`src/rtl/aud_clk_pkg.sv`:
```
package aud_clk_pkg;
    typedef enum logic [1:0] {
        ST_LOAD    = 2'd0,
        ST_MASTER  = 2'd1,
        ST_PARTIAL = 2'd2,
        ST_SLAVE   = 2'd3
    } clk_state_e;
endpackage

```
`src/rtl/aud_frame_sync.sv`:
```
module aud_frame_sync #(
    parameter int STAGES = 2
) (
    input  logic clk,
    input  logic rst_n,
    input  logic din,
    output logic level_o,
    output logic edge_o
);
    logic [STAGES:0] chain;

    for (genvar i = 0; i <= STAGES; i++) begin : g_stage
        if (i == 0) begin : g_first
            always_ff @(posedge clk or negedge rst_n) begin
                if (!rst_n) chain[i] <= 1'b0;
                else        chain[i] <= din;
            end
        end else begin : g_next
            always_ff @(posedge clk or negedge rst_n) begin
                if (!rst_n) chain[i] <= 1'b0;
                else        chain[i] <= chain[i-1];
            end
        end
    end

    assign level_o = chain[STAGES-1];
    assign edge_o  = chain[STAGES-1] ^ chain[STAGES];
endmodule

```
`src/rtl/aud_bit_div.sv`:
```
module aud_bit_div #(
    parameter int RATIO_W = 6
) (
    input  logic               clk,
    input  logic               rst_n,
    input  logic               clear,
    input  logic               run,
    input  logic [RATIO_W-1:0] ratio,
    output logic               bclk_o
);
    logic [RATIO_W-1:0] cnt;

    always_ff @(posedge clk or negedge rst_n) begin
        if (!rst_n) begin
            cnt    <= '0;
            bclk_o <= 1'b0;
        end else if (clear) begin
            cnt    <= '0;
            bclk_o <= 1'b0;
        end else if (run) begin
            if (cnt == ratio - RATIO_W'(1)) begin
                cnt    <= '0;
                bclk_o <= ~bclk_o;
            end else begin
                cnt <= cnt + RATIO_W'(1);
            end
        end
    end

    AST_BIT_CNT_BOUND: assert property (@(posedge clk) disable iff (!rst_n)
        run |-> (cnt < ratio));
endmodule

```
`src/rtl/aud_frame_div.sv`:
```
module aud_frame_div #(
    parameter int FS_W = 10
) (
    input  logic            clk,
    input  logic            rst_n,
    input  logic            clear,
    input  logic            gen,
    input  logic [FS_W-1:0] half,
    input  logic            ext_lvl,
    output logic            frm_o,
    output logic            edge_o
);
    logic [FS_W-1:0] cnt;

    assign edge_o = gen && (cnt == half - FS_W'(1));

    always_ff @(posedge clk or negedge rst_n) begin
        if (!rst_n) begin
            cnt   <= '0;
            frm_o <= 1'b0;
        end else if (clear) begin
            cnt   <= '0;
            frm_o <= 1'b0;
        end else if (gen) begin
            if (edge_o) begin
                cnt   <= '0;
                frm_o <= ~frm_o;
            end else begin
                cnt <= cnt + FS_W'(1);
            end
        end else begin
            cnt   <= '0;
            frm_o <= ext_lvl;
        end
    end

    AST_FRAME_FLIP: assert property (@(posedge clk) disable iff (!rst_n)
        edge_o |=> (frm_o != $past(frm_o)));
    AST_HALF_BOUND: assert property (@(posedge clk) disable iff (!rst_n)
        gen |-> (cnt < half));
endmodule

```
`src/rtl/aud_clkgen.sv`:
```
module aud_clkgen
    import aud_clk_pkg::*;
#(
    parameter int FS_W        = 10,
    parameter int MAX_SHIFT   = 5,
    parameter int SYNC_STAGES = 2
) (
    input  logic            clk,
    input  logic            rst_n,
    input  logic            master_en,
    input  logic            frame_oe,
    input  logic [2:0]      bdiv_sel,
    input  logic [FS_W-1:0] fs_half,
    input  logic            bclk_inv,
    input  logic            bclk_in,
    input  logic            frm_in,
    output logic            bclk_out,
    output logic            bclk_oe,
    output logic            frm_out,
    output logic            frm_oe_o,
    output logic            bclk_act,
    output logic            frm_act
);
    localparam int RATIO_W = MAX_SHIFT + 1;

    clk_state_e state_q, state_nxt, want;
    logic [RATIO_W-1:0] ratio_q;
    logic [FS_W-1:0]    half_q;
    logic               gen_edge, ext_edge, ext_lvl, frame_edge;
    logic               bclk_raw, frm_q;
    logic [1:0]         age_q;

    function automatic logic [RATIO_W-1:0] ratio_of(input logic [2:0] sel);
        int sh;
        sh = (int'(sel) > MAX_SHIFT) ? MAX_SHIFT : int'(sel);
        return RATIO_W'(1) << sh;
    endfunction

    always_comb begin
        if (!master_en)    want = ST_SLAVE;
        else if (frame_oe) want = ST_MASTER;
        else               want = ST_PARTIAL;
    end

    always_comb begin
        unique case (state_q)
            ST_LOAD:    state_nxt = want;
            ST_MASTER:  state_nxt = (want == ST_MASTER)  ? ST_MASTER  : ST_LOAD;
            ST_PARTIAL: state_nxt = (want == ST_PARTIAL) ? ST_PARTIAL : ST_LOAD;
            ST_SLAVE:   state_nxt = (want == ST_SLAVE)   ? ST_SLAVE   : ST_LOAD;
        endcase
    end

    always_ff @(posedge clk or negedge rst_n) begin
        if (!rst_n) state_q <= ST_LOAD;
        else        state_q <= state_nxt;
    end

    always_comb begin
        unique case (state_q)
            ST_LOAD: begin
                bclk_oe = 1'b0; frm_oe_o = 1'b0; frame_edge = 1'b0;
            end
            ST_MASTER: begin
                bclk_oe = 1'b1; frm_oe_o = 1'b1; frame_edge = gen_edge;
            end
            ST_PARTIAL: begin
                bclk_oe = 1'b1; frm_oe_o = 1'b0; frame_edge = ext_edge;
            end
            ST_SLAVE: begin
                bclk_oe = 1'b0; frm_oe_o = 1'b0; frame_edge = ext_edge;
            end
        endcase
        bclk_out = bclk_raw ^ bclk_inv;
        bclk_act = bclk_oe ? bclk_out : (bclk_in ^ bclk_inv);
        frm_out  = frm_q;
        frm_act  = frm_q;
    end

    always_ff @(posedge clk or negedge rst_n) begin
        if (!rst_n) begin
            ratio_q <= RATIO_W'(1);
            half_q  <= FS_W'(1);
        end else if (state_q == ST_LOAD || frame_edge) begin
            ratio_q <= ratio_of(bdiv_sel);
            half_q  <= (fs_half == '0) ? FS_W'(1) : fs_half;
        end
    end

    always_ff @(posedge clk or negedge rst_n) begin
        if (!rst_n)             age_q <= 2'd0;
        else if (age_q != 2'd3) age_q <= age_q + 2'd1;
    end

    aud_frame_sync #(.STAGES(SYNC_STAGES)) u_sync (
        .clk(clk), .rst_n(rst_n), .din(frm_in),
        .level_o(ext_lvl), .edge_o(ext_edge)
    );

    aud_frame_div #(.FS_W(FS_W)) u_frame (
        .clk(clk), .rst_n(rst_n),
        .clear(state_q == ST_LOAD),
        .gen(state_q == ST_MASTER),
        .half(half_q), .ext_lvl(ext_lvl),
        .frm_o(frm_q), .edge_o(gen_edge)
    );

    aud_bit_div #(.RATIO_W(RATIO_W)) u_bit (
        .clk(clk), .rst_n(rst_n),
        .clear(state_q == ST_LOAD || frame_edge),
        .run(state_q == ST_MASTER || state_q == ST_PARTIAL),
        .ratio(ratio_q), .bclk_o(bclk_raw)
    );

    AST_RESTART_PHASE: assert property (@(posedge clk) disable iff (!rst_n)
        frame_edge |=> !bclk_raw);
    AST_MASTER_PINS: assert property (@(posedge clk) disable iff (!rst_n)
        (age_q == 2'd3 && master_en && frame_oe && $past(master_en) && $past(frame_oe)
         && $past(master_en, 2) && $past(frame_oe, 2)) |-> (bclk_oe && frm_oe_o));
    AST_PARTIAL_PINS: assert property (@(posedge clk) disable iff (!rst_n)
        (age_q == 2'd3 && master_en && !frame_oe && $past(master_en) && !$past(frame_oe)
         && $past(master_en, 2) && !$past(frame_oe, 2)) |-> (bclk_oe && !frm_oe_o));
    AST_SLAVE_FLOAT: assert property (@(posedge clk) disable iff (!rst_n)
        (!master_en && !$past(master_en)) |-> (!bclk_oe && !frm_oe_o));
endmodule

```
`config.mk`:
```
export PLATFORM = sky130hd
export DESIGN_NAME = aud_clkgen
export DESIGN_NICKNAME = d
export VERILOG_FILES = /design/src/rtl/aud_clk_pkg.sv /design/src/rtl/aud_frame_sync.sv /design/src/rtl/aud_bit_div.sv /design/src/rtl/aud_frame_div.sv /design/src/rtl/aud_clkgen.sv
export SDC_FILE = /design/constraint.sdc
export NUM_CORES = 1
export LEC_CHECK = 0
export BUFFER_PORTS_ARGS = -buffer_cell sky130_fd_sc_hd__buf_2
export CORE_MARGIN = 4
export CORE_UTILIZATION = 50
export DETAILED_ROUTE_END_ITERATION = 6
export GPL_TIMING_DRIVEN = 0
export PLACE_DENSITY = 0.81
export SLEW_MARGIN = 15
export SYNTH_ARGS = -nofsm -noshare
export SYNTH_HDL_FRONTEND = slang
export SYNTH_HIERARCHICAL = 1
export SYNTH_SLANG_ARGS = --single-unit
```
`constraint.sdc`:
```
create_clock -name clk -period 6.2 [get_ports clk]
set_input_delay 1.24 -clock clk [delete_from_list [all_inputs] [get_ports clk]]
set_output_delay 1.24 -clock clk [all_outputs]
set_load 0.1 [all_outputs]
```
==> run summary, run 1 <==
Syn Inst Count -> 228
PostCTS Resize Cnt -> 0
setup TNS -> 0 ns
GPL Wtd Cong -> 0.800
P_int -> 576 uW
CP Cell Sequence -> inv_1 > ha_1 > buf_2 > o21ba_1 > a221oi_1 > o22a_1 > nand4_1 > nor2_1 > buf_2 > nand2_1 > a21oi_2 > nor2_4 > buf_12 > inv_1 > clkbuf_1 > o2111ai_1 > nor2_1 > xnor2_1 > nor3_1
Max stage delay on crit path -> 0.59 ns
Rel. slew slack -> 43.2%
Crit. path cell count -> 19
Core Util, Final -> 59.2%
# rows -> 24
Setup Crit Path Kind -> flip-flop to flip-flop
vias -> 1731
Seq/Total Area, Yosys -> 40.9%
Die H -> 77.2 um
Post-synth EDFFs -> 0
die width -> 77.2 um
CTS Buf Count -> 5
status -> finished, final reports clean
commonest cells after routing, fill and taps aside -> dfrtp_1 (37), buf_2 (28), nor3_1 (20)
synth warn -> 6
maximum vdd drop -> 232 uV
synthesized flop and latch total -> 39
fmax -> 0.259 GHz
FFs w/ async S/R, synth -> 100%
met1 wire length -> 2070 um
Final period util -> 62.2%
Highest Signal Layer -> met4
Yosys cell types -> 52
Layout Nets -> 289
Reg2Reg Depth -> 19
Worst setup EP type -> flip-flop
Final Hold Viols -> 0
clk root buf -> clkbuf_8
worst path bufs/invs -> 6
initial antenna violation count -> 0
Vias/cell -> 5.53
clock latency on the worst-skew pair -> 0.29 ns
clock skew -> 0.00432 ns
first-pass GRT wire length -> 7770 um
syn avg cell area -> 10.5 sq um
Max clock buf depth -> 2
Die ar. -> 5960 sq um
Syn-to-layout area delta -> 11.3%
Clk pwr share -> 16.6%
port bufs -> 25
CTS tree -> yes
vias in the first global route -> 1715
cell area after synthesis -> 2390 sq um
Leakage -> 1.23 nW
power per cell area -> 370 nW/um^2
unrepaired setup endpoints after global routing -> false
Net Sw Frac -> 41.6%
remaining global-route overflow -> 0
Initial Utilization -> 53.2%
Slowest-stage cell, CP -> dfstp_2
CP max FO -> 10
hold_buf cts -> 0
Synth Net Count -> 257
sequential power share -> 38.8%
Inst Count DP -> 305
met2 wire len -> 2030 um
Crit path max-delay family -> compound AO/OA/AOI/OAI gates
met3 routed WL -> 190 um
Net Switching -> 410 uW
Total GRT Usage -> 16.2%
Antenna Cells -> 0
Crit path arrival time -> 4.01 ns
DRT iter0 DRCs -> 74
antenna-violating nets left -> 0
Final min period -> 3.85 ns
Slew Viols, Final -> 0
Layout Cells excl Fill -> 313
max_cap viols -> 0
CP required -> 6.36 ns
CTS sink cnt -> 39
HPWL after DPL -> 3280 um
# fillers -> 395
WL per Instance -> 14.0 um
Routed WL -> 4380 um
DRC Markers -> 0
combinational share of power -> 44.6%
largest net degree at the start of global routing -> 40
hold path cells -> 0
Post-synth top flop -> dfrtp_1
setup bufs post-CTS -> 0
H-tree levels -> 2
HP Class -> flip-flop to flip-flop
commonest non-fill, non-tap cell in the layout -> dfrtp_1
Tot Pwr -> 986 uW
number of I/O pins -> 26
number of setup violations in the final report -> 0
TritonRoute pass-1 iters -> 4
CP Launch Type -> flip-flop
Clock Pin Slew Worst Setup and Hold Paths -> 0.07 ns
Placeable Area -> 4500 sq um
worst-margin pin slew -> 0.852 ns
share of layout cells above drive strength 1 -> 23.0%
[power by group through the flow]
stage	sequential, mW	clock [mW]	combinational [mW]
2_1_floorplan	0.381	0	0.362
3_3_place_gp	0.384	0	0.430
3_5_place_dp	0.387	0	0.441
4_1_cts	0.383	0.169	0.443
5_1_grt	0.392	0.182	0.482
6_report	0.383	0.164	0.440
[cell usage after synthesis (2+ instances only)]
master / count / area (sq um)
a21oi_1: 6 / 30.0
mux2_2: 7 / 78.8
nand3_1: 10 / 50.1
and3_1: 5 / 31.3
nor2_1: 11 / 41.3
nand2_1: 7 / 26.3
dfstp_2: 2 / 52.6
a211oi_1: 3 / 22.5
and4_1: 2 / 17.5
mux2_4: 8 / 120
nor2b_1: 2 / 12.5
xnor2_1: 14 / 123
mux2i_1: 3 / 30.0
nor4_1: 3 / 18.8
clkbuf_1: 3 / 11.3
buf_2: 3 / 15.0
xor2_1: 19 / 166
o21ai_0: 4 / 20.0
nor3b_1: 4 / 30.0
o211ai_1: 2 / 15.0
a31oi_1: 2 / 12.5
inv_1: 10 / 37.5
ha_1: 9 / 113
nor3_1: 20 / 100
nand4_1: 2 / 12.5
nand2b_1: 4 / 25.0
dfrtp_1: 37 / 926
o31a_1: 2 / 17.5
[layer usage]
| metal | vias to the layer above | GRT usage, % |
|---|---|---|
| met5 | - | 0 |
| met4 | 0 | 7.30 |
| met3 | 8 | 4.22 |
| met2 | 33 | 25.8 |
| met1 | 819 | 20.6 |
| li1 | 871 | - |
[metrics by stage]
step                hold WS, ns  worst slack, ns  cell area (sq um)
finish                    0.365             2.35               2670
global route              0.385             2.11               2670
CTS                       0.364             2.35               2670
detailed placement        0.348             2.37               2580
global placement          0.348             2.38               2580
floorplan                 0.331             1.85               2390
[logic make-up (layout without fill, tap and decap cells)]
logic type / count (synthesis) / after routing / synth area share [%]
fa+ha+maj: 9 / 9 / 4.70
xor+xnor: 33 / 33 / 12.1
buf+inv: 20 / 53 / 4.13
mux: 18 / 18 / 9.56
simple gates: 79 / 79 / 19.5
flops: 39 / 39 / 40.9
compound gates: 30 / 30 / 9.14
[cell type report]
cell class                      instances  area, sq um  area share, %
Clock buffer                            8         80.1           3.00
Timing Repair Buffer                   25          125           4.69
Tap cell                               52         65.1           2.44
Sequential cell                        39          978           36.7
Multi-Input combinational cell        169         1320           49.4
Inverter                               11         41.3           1.55
Buffer                                  9         57.6           2.16
[path summary, 6_finish.rpt]
kind	from	end	slack [ns]
hold / removal	u_sync/chain[0]	u_sync/level_o	0.37
hold reg to reg	u_sync/chain[0]	u_sync/level_o	0.37
max in group asynchronous	rst_n	state_q[1]	4.61
setup reg to reg	half_q[0]	u_bit/cnt[5]	2.35
setup / recovery	half_q[0]	u_bit/cnt[5]	2.35
min in group asynchronous	rst_n	u_frame/cnt[3]	1.05
[sequential cells by signal (all words and copies together), names as in the netlist]
name	count
state_q	2
u_frame/cnt	10
u_bit/bclk_o	1
u_sync/chain	2
u_frame/frm_o	1
u_bit/cnt	6
half_q	10
u_sync/level_o	1
ratio_q	6
[worst reg2reg max path, cell delays in order (launching register included)]
cell       delay, ns
dfstp_2         0.59
inv_1           0.06
ha_1            0.18
buf_2           0.17
o21ba_1         0.18
a221oi_1        0.29
o22a_1          0.20
nand4_1         0.14
nor2_1          0.14
buf_2           0.23
nand2_1         0.10
a21oi_2         0.18
nor2_4          0.10
buf_12          0.17
inv_1           0.05
clkbuf_1        0.34
o2111ai_1       0.24
nor2_1          0.17
xnor2_1         0.14
nor3_1          0.06
No activity file was read; power rests on OpenSTA's default activity.
==> run 2, diff against run 1 <==
==> constraint.sdc (replaced) <==
create_clock -name clk -period 3.8 [get_ports clk]
set_input_delay 0.76 -clock clk [delete_from_list [all_inputs] [get_ports clk]]
set_output_delay 0.76 -clock clk [all_outputs]
set_load 0.1 [all_outputs]
==> run 2 against run 1 <==
Effect of this change: clock power rose by 63%; global-route usage down 0.36 points; routed wire length is 2.1% higher; critical path depth down 1; clock skew shrank 0.00099 ns; setup slack worse by 2.1 ns; core utilization grew 0.75 points; via count rose by 1.7%; critical path type unchanged; critical endpoint unchanged; highest routed layer unchanged.
==> run summary, run 2 (same netlist as run 1, synthesis figures left out) <==
CP max FO -> 10 (unchanged)
met1 usage -> 20.4% (-0.19 points)
Worst setup EP type -> flip-flop
vias in the first global route -> 1723 (+0.47%)
HPWL after DPL -> 3320 um (+1.4%)
status -> finished, final reports clean
Setup Crit Path Kind -> flip-flop to flip-flop
power per cell area -> 605 nW/um^2 (+64%)
Slowest-stage cell, CP -> dfstp_2
Slew Viols, Final -> 0 (unchanged)
remaining global-route overflow -> 0 (unchanged)
TritonRoute pass-1 iters -> 4 (unchanged)
clk root buf -> clkbuf_8
R2R setup slack -> 0.27 ns (-2.08 ns)
Final period util -> 93.0% (+31 points)
GRT Max-Usage Layer -> met2
Core Util, Final -> 59.9% (+0.75 points)
initial antenna violation count -> 0 (unchanged)
# rows -> 24 (unchanged)
Die H -> 77.2 um (unchanged)
hold_buf cts -> 0 (unchanged)
Final min period -> 3.53 ns (-0.320 ns)
CTS sink cnt -> 39 (unchanged)
DRC Markers -> 0 (unchanged)
max_cap viols -> 0 (unchanged)
Layout Nets -> 291 (+0.69%)
Leakage -> 1.25 nW (+1.3%)
FF-to-FF Start -> half_q[0]
clock latency on the worst-skew pair -> 0.28 ns (about the same)
Inst Count DP -> 305 (unchanged)
Total GRT Usage -> 15.9% (-0.36 points)
Reg2Reg Depth -> 18 (-1)
WL per Instance -> 14.2 um (+1.5%)
GPL Wtd Cong -> 0.848 (+5.9%)
die width -> 77.2 um (unchanged)
port bufs -> 25 (unchanged)
largest registers -> half_q x10, u_frame/cnt x10
CP required -> 3.96 ns (-2.40 ns)
antenna-violating nets left -> 0 (unchanged)
CP Cell Sequence -> inv_1 > ha_1 > buf_2 > o21ba_1 > a221oi_1 > o22a_1 > nand4_1 > nor2_1 > buf_4 > nand2_1 > a21oi_2 > nor2_4 > buf_12 > clkinvlp_4 > o2111ai_1 > nor2_1 > xnor2_1 > nor3_1
setup TNS -> 0 ns (unchanged)
Worst Slack Setup Final -> 0.266 ns (-2.08 ns)
Routed WL -> 4470 um (+2.1%)
Min-Delay Endpoint -> u_sync/level_o
clock skew -> 0.00333 ns (-0.000993 ns)
worst hold start -> u_sync/chain[0]
unrepaired setup endpoints after global routing -> false
DRT iter0 DRCs -> 68 (-8.1%)
Die ar. -> 5960 sq um (unchanged)
worst-margin pin slew -> 0.841 ns (-0.0115 ns)
Max clock buf depth -> 2 (unchanged)
number of setup violations in the final report -> 0 (unchanged)
Crit path arrival time -> 3.69 ns (-0.32 ns)
Antenna Cells -> 0 (unchanged)
vias -> 1761 (+1.7%)
CTS Buf Count -> 5 (unchanged)
number of I/O pins -> 26 (unchanged)
maximum vdd drop -> 424 uV (+82%)
CP Launch Type -> flip-flop
Final Hold Viols -> 0 (unchanged)
most used cell, CP -> nor2_1
HP Class -> flip-flop to flip-flop
Initial Utilization -> 53.2% (unchanged)
hold path cells -> 0 (unchanged)
CTS tree -> yes
Clock Pin Slew Worst Setup and Hold Paths -> 0.07 ns (about the same)
commonest non-fill, non-tap cell in the layout -> dfrtp_1
Max stage delay on crit path -> 0.59 ns (about the same)
H-tree levels -> 2 (unchanged)
pre-CTS worst setup slack -> -0.0823 ns (-2.45 ns)
Syn-to-layout area delta -> 12.7%
largest net degree at the start of global routing -> 40 (unchanged)
met3 global-route usage -> 3.98% (-0.23 points)
first-pass GRT wire length -> 7730 um (-0.45%)
fmax -> 0.283 GHz (+9.1%)
Vias/cell -> 5.59 (+1.1%)
commonest cells after routing, fill and taps aside -> dfrtp_1 (37), buf_2 (27), nor3_1 (20)
share of layout cells above drive strength 1 -> 25.1% (+2.1 points)
Layout Cells excl Fill -> 315 (+0.64%)
grt met2 use -> 26.9% (+1.1 points)
FF-to-FF End -> u_bit/cnt[5]
Rel. slew slack -> 43.9% (+0.76 points)
Placeable Area -> 4500 sq um (unchanged)
## run 2: worst max-delay path by stage
stage / startpoint / to / slack [ns] / cells past startpoint
after CTS: half_q[0] / u_bit/cnt[5] / 0.08 / 18
after floorplan: state_q[1] / u_bit/cnt[5] / 0.10 / 17
after global routing: half_q[0] / u_bit/cnt[5] / 0.06 / 18
after global placement: half_q[0] / u_bit/cnt[5] / 0.002 / 19
after detailed placement: half_q[0] / u_bit/cnt[5] / -0.08 / 19
final: half_q[0] / u_bit/cnt[5] / 0.27 / 18
## run 2: critical path: cells and delay by family (launching register included)
| family | cells | cell delay, ns |
|---|---|---|
| xor gates and xnor gates | 1 | 0.14 |
| DFF | 1 | 0.59 |
| adders and majority gates | 1 | 0.18 |
| buffers and inverters | 5 | 0.68 |
| and+or+nand+nor | 6 | 0.74 |
| AOI/OAI and AO/OA | 5 | 1.08 |
## run 2: cell type report
type / instances / area (sq um)
Buffer: 8 / 56.3
Clock buffer: 7 / 76.3
Clock inverter: 1 / 5.00
Fill cell: 387 / 1810
Inverter: 11 / 45.0
Multi-Input combinational cell: 169 / 1330
Sequential cell: 39 / 978
Tap cell: 52 / 65.1
Timing Repair Buffer: 28 / 148
## run 2: per-layer routing
layer / share of wire, % / wire length (um)
met5: 0 / 0
met4: 0.63 / 28
met2: 49 / 2180
met3: 4.6 / 204
met1: 46 / 2070
## run 2: timing repair
action                     CTS  global route
resized for setup            0             3
setup endpoints to repair    1             2
pin swaps                    0             2
setup buffers                0             3
## run 2: report_power, final
group	internal, mW	switching [mW]
clock network	0.129	0.138
registers	0.504	0.125
logic	0.318	0.419
## run 2: stage by stage
stage                     hold slack, ns  total power, mW  area [sq um]
after floorplan                    0.331             1.22          2400
after global placement             0.342             1.33          2590
after detailed placement           0.355             1.36          2590
after CTS                          0.372             1.63          2670
after global routing               0.377             1.74          2700
final                              0.364             1.63          2700
==> run 3, diff against run 2 <==
--- a/config.mk
+++ b/config.mk
@@ -6,11 +6,13 @@
 export NUM_CORES = 1
 export LEC_CHECK = 0
 export BUFFER_PORTS_ARGS = -buffer_cell sky130_fd_sc_hd__buf_2
+export CELL_PAD_IN_SITES_DETAIL_PLACEMENT = 0
+export CELL_PAD_IN_SITES_GLOBAL_PLACEMENT = 1
 export CORE_MARGIN = 4
-export CORE_UTILIZATION = 50
+export CORE_UTILIZATION = 46
 export DETAILED_ROUTE_END_ITERATION = 6
 export GPL_TIMING_DRIVEN = 0
-export PLACE_DENSITY = 0.81
+export PLACE_DENSITY = 0.9
 export SLEW_MARGIN = 15
 export SYNTH_ARGS = -nofsm -noshare
 export SYNTH_HDL_FRONTEND = slang
==> run 3 against run 2 <==
Effect of this change: clock power grew 37%; routed wire length rose by 2.7%; non-clock buffer count stayed put; combinational power about the same; final cell count is 4.8% higher; clock skew up 0.0029 ns; critical path type unchanged.
==> run summary, run 3 (same netlist as run 1, synthesis figures left out) <==
largest net degree at the start of global routing -> 40 (unchanged)
CP required -> 3.97 ns (about the same)
Crit path max-delay family -> compound AO/OA/AOI/OAI gates
Leakage -> 1.27 nW (+1.5%)
HP Class -> flip-flop to flip-flop
R2R setup slack -> 0.30 ns (+0.03 ns)
maximum vdd drop -> 340 uV (-20%)
Routed WL -> 4600 um (+2.7%)
DRC Markers -> 0 (unchanged)
# fillers -> 458 (+18%)
number of setup violations in the final report -> 0 (unchanged)
share of layout cells above drive strength 1 -> 26.2% (+1.1 points)
Initial Utilization -> 49.1% (-4.1 points)
Max clock buf depth -> 2 (unchanged)
Layout Nets -> 291 (unchanged)
vias in the first global route -> 1729 (+0.35%)
WL per Instance -> 13.9 um (-1.9%)
Die H -> 80.2 um (+3.8%)
CTS tree -> yes
Core Util, Final -> 56.5% (-3.4 points)
FF-to-FF Start -> half_q[0]
unrepaired setup endpoints after global routing -> false
number of I/O pins -> 26 (unchanged)
HPWL after DPL -> 3430 um (+3.1%)
fmax -> 0.286 GHz (+0.98%)
antenna-violating nets left -> 0 (unchanged)
CTS sink cnt -> 39 (unchanged)
hold slack -> 0.353 ns (-0.0115 ns)
Final period util -> 92.1% (-0.90 points)
largest registers -> half_q x10, u_frame/cnt x10
remaining global-route overflow -> 0 (unchanged)
status -> finished, final reports clean
Die ar. -> 6420 sq um (+7.8%)
GPL Wtd Cong -> 0.740 (-13%)
Total GRT Usage -> 15.8% (-0.047 points)
Slowest-stage cell, CP -> dfstp_2
setup TNS -> 0 ns (unchanged)
power per cell area -> 629 nW/um^2 (+3.9%)
Final min period -> 3.50 ns (-0.0343 ns)
Placeable Area -> 4880 sq um (+8.3%)
clock latency on the worst-skew pair -> 0.29 ns (about the same)
Slew Viols, Final -> 0 (unchanged)
worst-margin pin slew -> 0.859 ns (+0.0183 ns)
# rows -> 25 (+4.2%)
Crit. path cell count -> 18 (unchanged)
worst path bufs/invs -> 5 (unchanged)
DRT iter0 DRCs -> 51 (-25%)
Antenna Cells -> 0 (unchanged)
Worst setup EP type -> flip-flop
CP Launch Type -> flip-flop
CP endpoint -> u_bit/cnt[5]
H-tree levels -> 2 (unchanged)
clock skew -> 0.00620 ns (+0.00287 ns)
Max stage delay on crit path -> 0.60 ns (about the same)
port bufs -> 25 (unchanged)
TritonRoute pass-1 iters -> 4 (unchanged)
clk root buf -> clkbuf_8
CTS Buf Count -> 5 (unchanged)
CP max FO -> 10 (unchanged)
initial antenna violation count -> 0 (unchanged)
FF-to-FF End -> u_bit/cnt[5]
commonest cells after routing, fill and taps aside -> dfrtp_1 (37), buf_2 (27), nor3_1 (20)
CP Cell Sequence -> inv_1 > ha_1 > buf_2 > o21ba_1 > a221oi_1 > o22a_1 > nand4_1 > nor2_2 > buf_4 > nand2_1 > a21oi_2 > nor2_4 > buf_12 > clkinvlp_4 > o2111ai_1 > nor2_1 > xnor2_1 > nor3_1
Setup Crit Path Kind -> flip-flop to flip-flop
Syn-to-layout area delta -> 15.1%
Vias/cell -> 5.37 (-4.0%)
vias -> 1771 (+0.57%)
Crit path arrival time -> 3.67 ns (-0.02 ns)
max_cap viols -> 0 (unchanged)
Tot Pwr -> 1.73 mW (+6.1%)
first-pass GRT wire length -> 7890 um (+2.1%)
die width -> 80.2 um (+3.8%)
commonest non-fill, non-tap cell in the layout -> dfrtp_1
crit path from -> half_q[0]
Final Hold Viols -> 0 (unchanged)
Clock Pin Slew Worst Setup and Hold Paths -> 0.08 ns (about the same)
Rel. slew slack -> 42.7% (-1.2 points)
Reg2Reg Depth -> 18 (unchanged)
==> run 3: metrics by stage <==
stage / instance area, sq um / std cells / setup slack (ns)
2_1_floorplan: 2400 / 228 / 0.102
3_3_place_gp: 2610 / 320 / -0.0659
3_5_place_dp: 2610 / 320 / -0.123
4_1_cts: 2730 / 327 / 0.0363
5_1_grt: 2760 / 330 / 0.0266
6_report: 2760 / 330 / 0.300
==> run 3: power by group <==
part,switching (mW),total [mW],internal (mW)
registers,0.122,0.626,0.504
clock network,0.153,0.366,0.213
logic,0.423,0.740,0.318
total,0.698,1.73,1.03
==> run 3: worst min-delay path by stage <==
stage,end,start,cells past startpoint
floorplan,u_sync/level_o,u_sync/chain[0],0
global placement,u_sync/level_o,u_sync/chain[0],0
detailed placement,u_sync/level_o,u_sync/chain[0],0
CTS,u_sync/level_o,u_sync/chain[0],0
global route,u_sync/level_o,u_sync/chain[0],0
finish,u_sync/level_o,u_sync/chain[0],0
==> run 3: routing by layer <==
| layer | up-vias | routed length [um] | global-route usage [%] |
|---|---|---|---|
| met2 | 28 | 2200 | 25.2 |
| met3 | 6 | 162 | 4.15 |
| li1 | 880 | - | - |
| met4 | 0 | 66 | 6.59 |
| met1 | 857 | 2170 | 20.2 |
| met5 | - | 0 | 0 |
==> run 3: what timing repair did <==
action / in CTS / in global routing
buffers inserted: 0 / 3
pin swaps: 0 / 2
gates resized for setup: 0 / 4
hold endpoints to repair: 0 / 0
hold buffers: 0 / 0
setup endpoints to repair: 2 / 3
==> run 3: layout make-up <==
| type | instances | area [sq um] | area share, % |
|---|---|---|---|
| plain buffers | 8 | 56.3 | 2.04 |
| clock buffers | 6 | 82.6 | 3.00 |
| clock inverters | 2 | 35.0 | 1.27 |
| inverters | 11 | 45.0 | 1.63 |
| multi-input cells | 169 | 1330 | 48.2 |
| flip-flops and latches | 39 | 978 | 35.5 |
| well taps | 67 | 83.8 | 3.04 |
| repair buffers | 28 | 148 | 5.36 |
==> run 3: worst reg2reg max path, cell delays in order, from the launching register on <==
cell	delay (ns)
dfstp_2	0.60
inv_1	0.06
ha_1	0.18
buf_2	0.17
o21ba_1	0.18
a221oi_1	0.30
o22a_1	0.20
nand4_1	0.16
nor2_2	0.14
buf_4	0.18
nand2_1	0.10
a21oi_2	0.21
nor2_4	0.10
buf_12	0.17
clkinvlp_4	0.09
o2111ai_1	0.18
nor2_1	0.16
xnor2_1	0.13
nor3_1	0.06
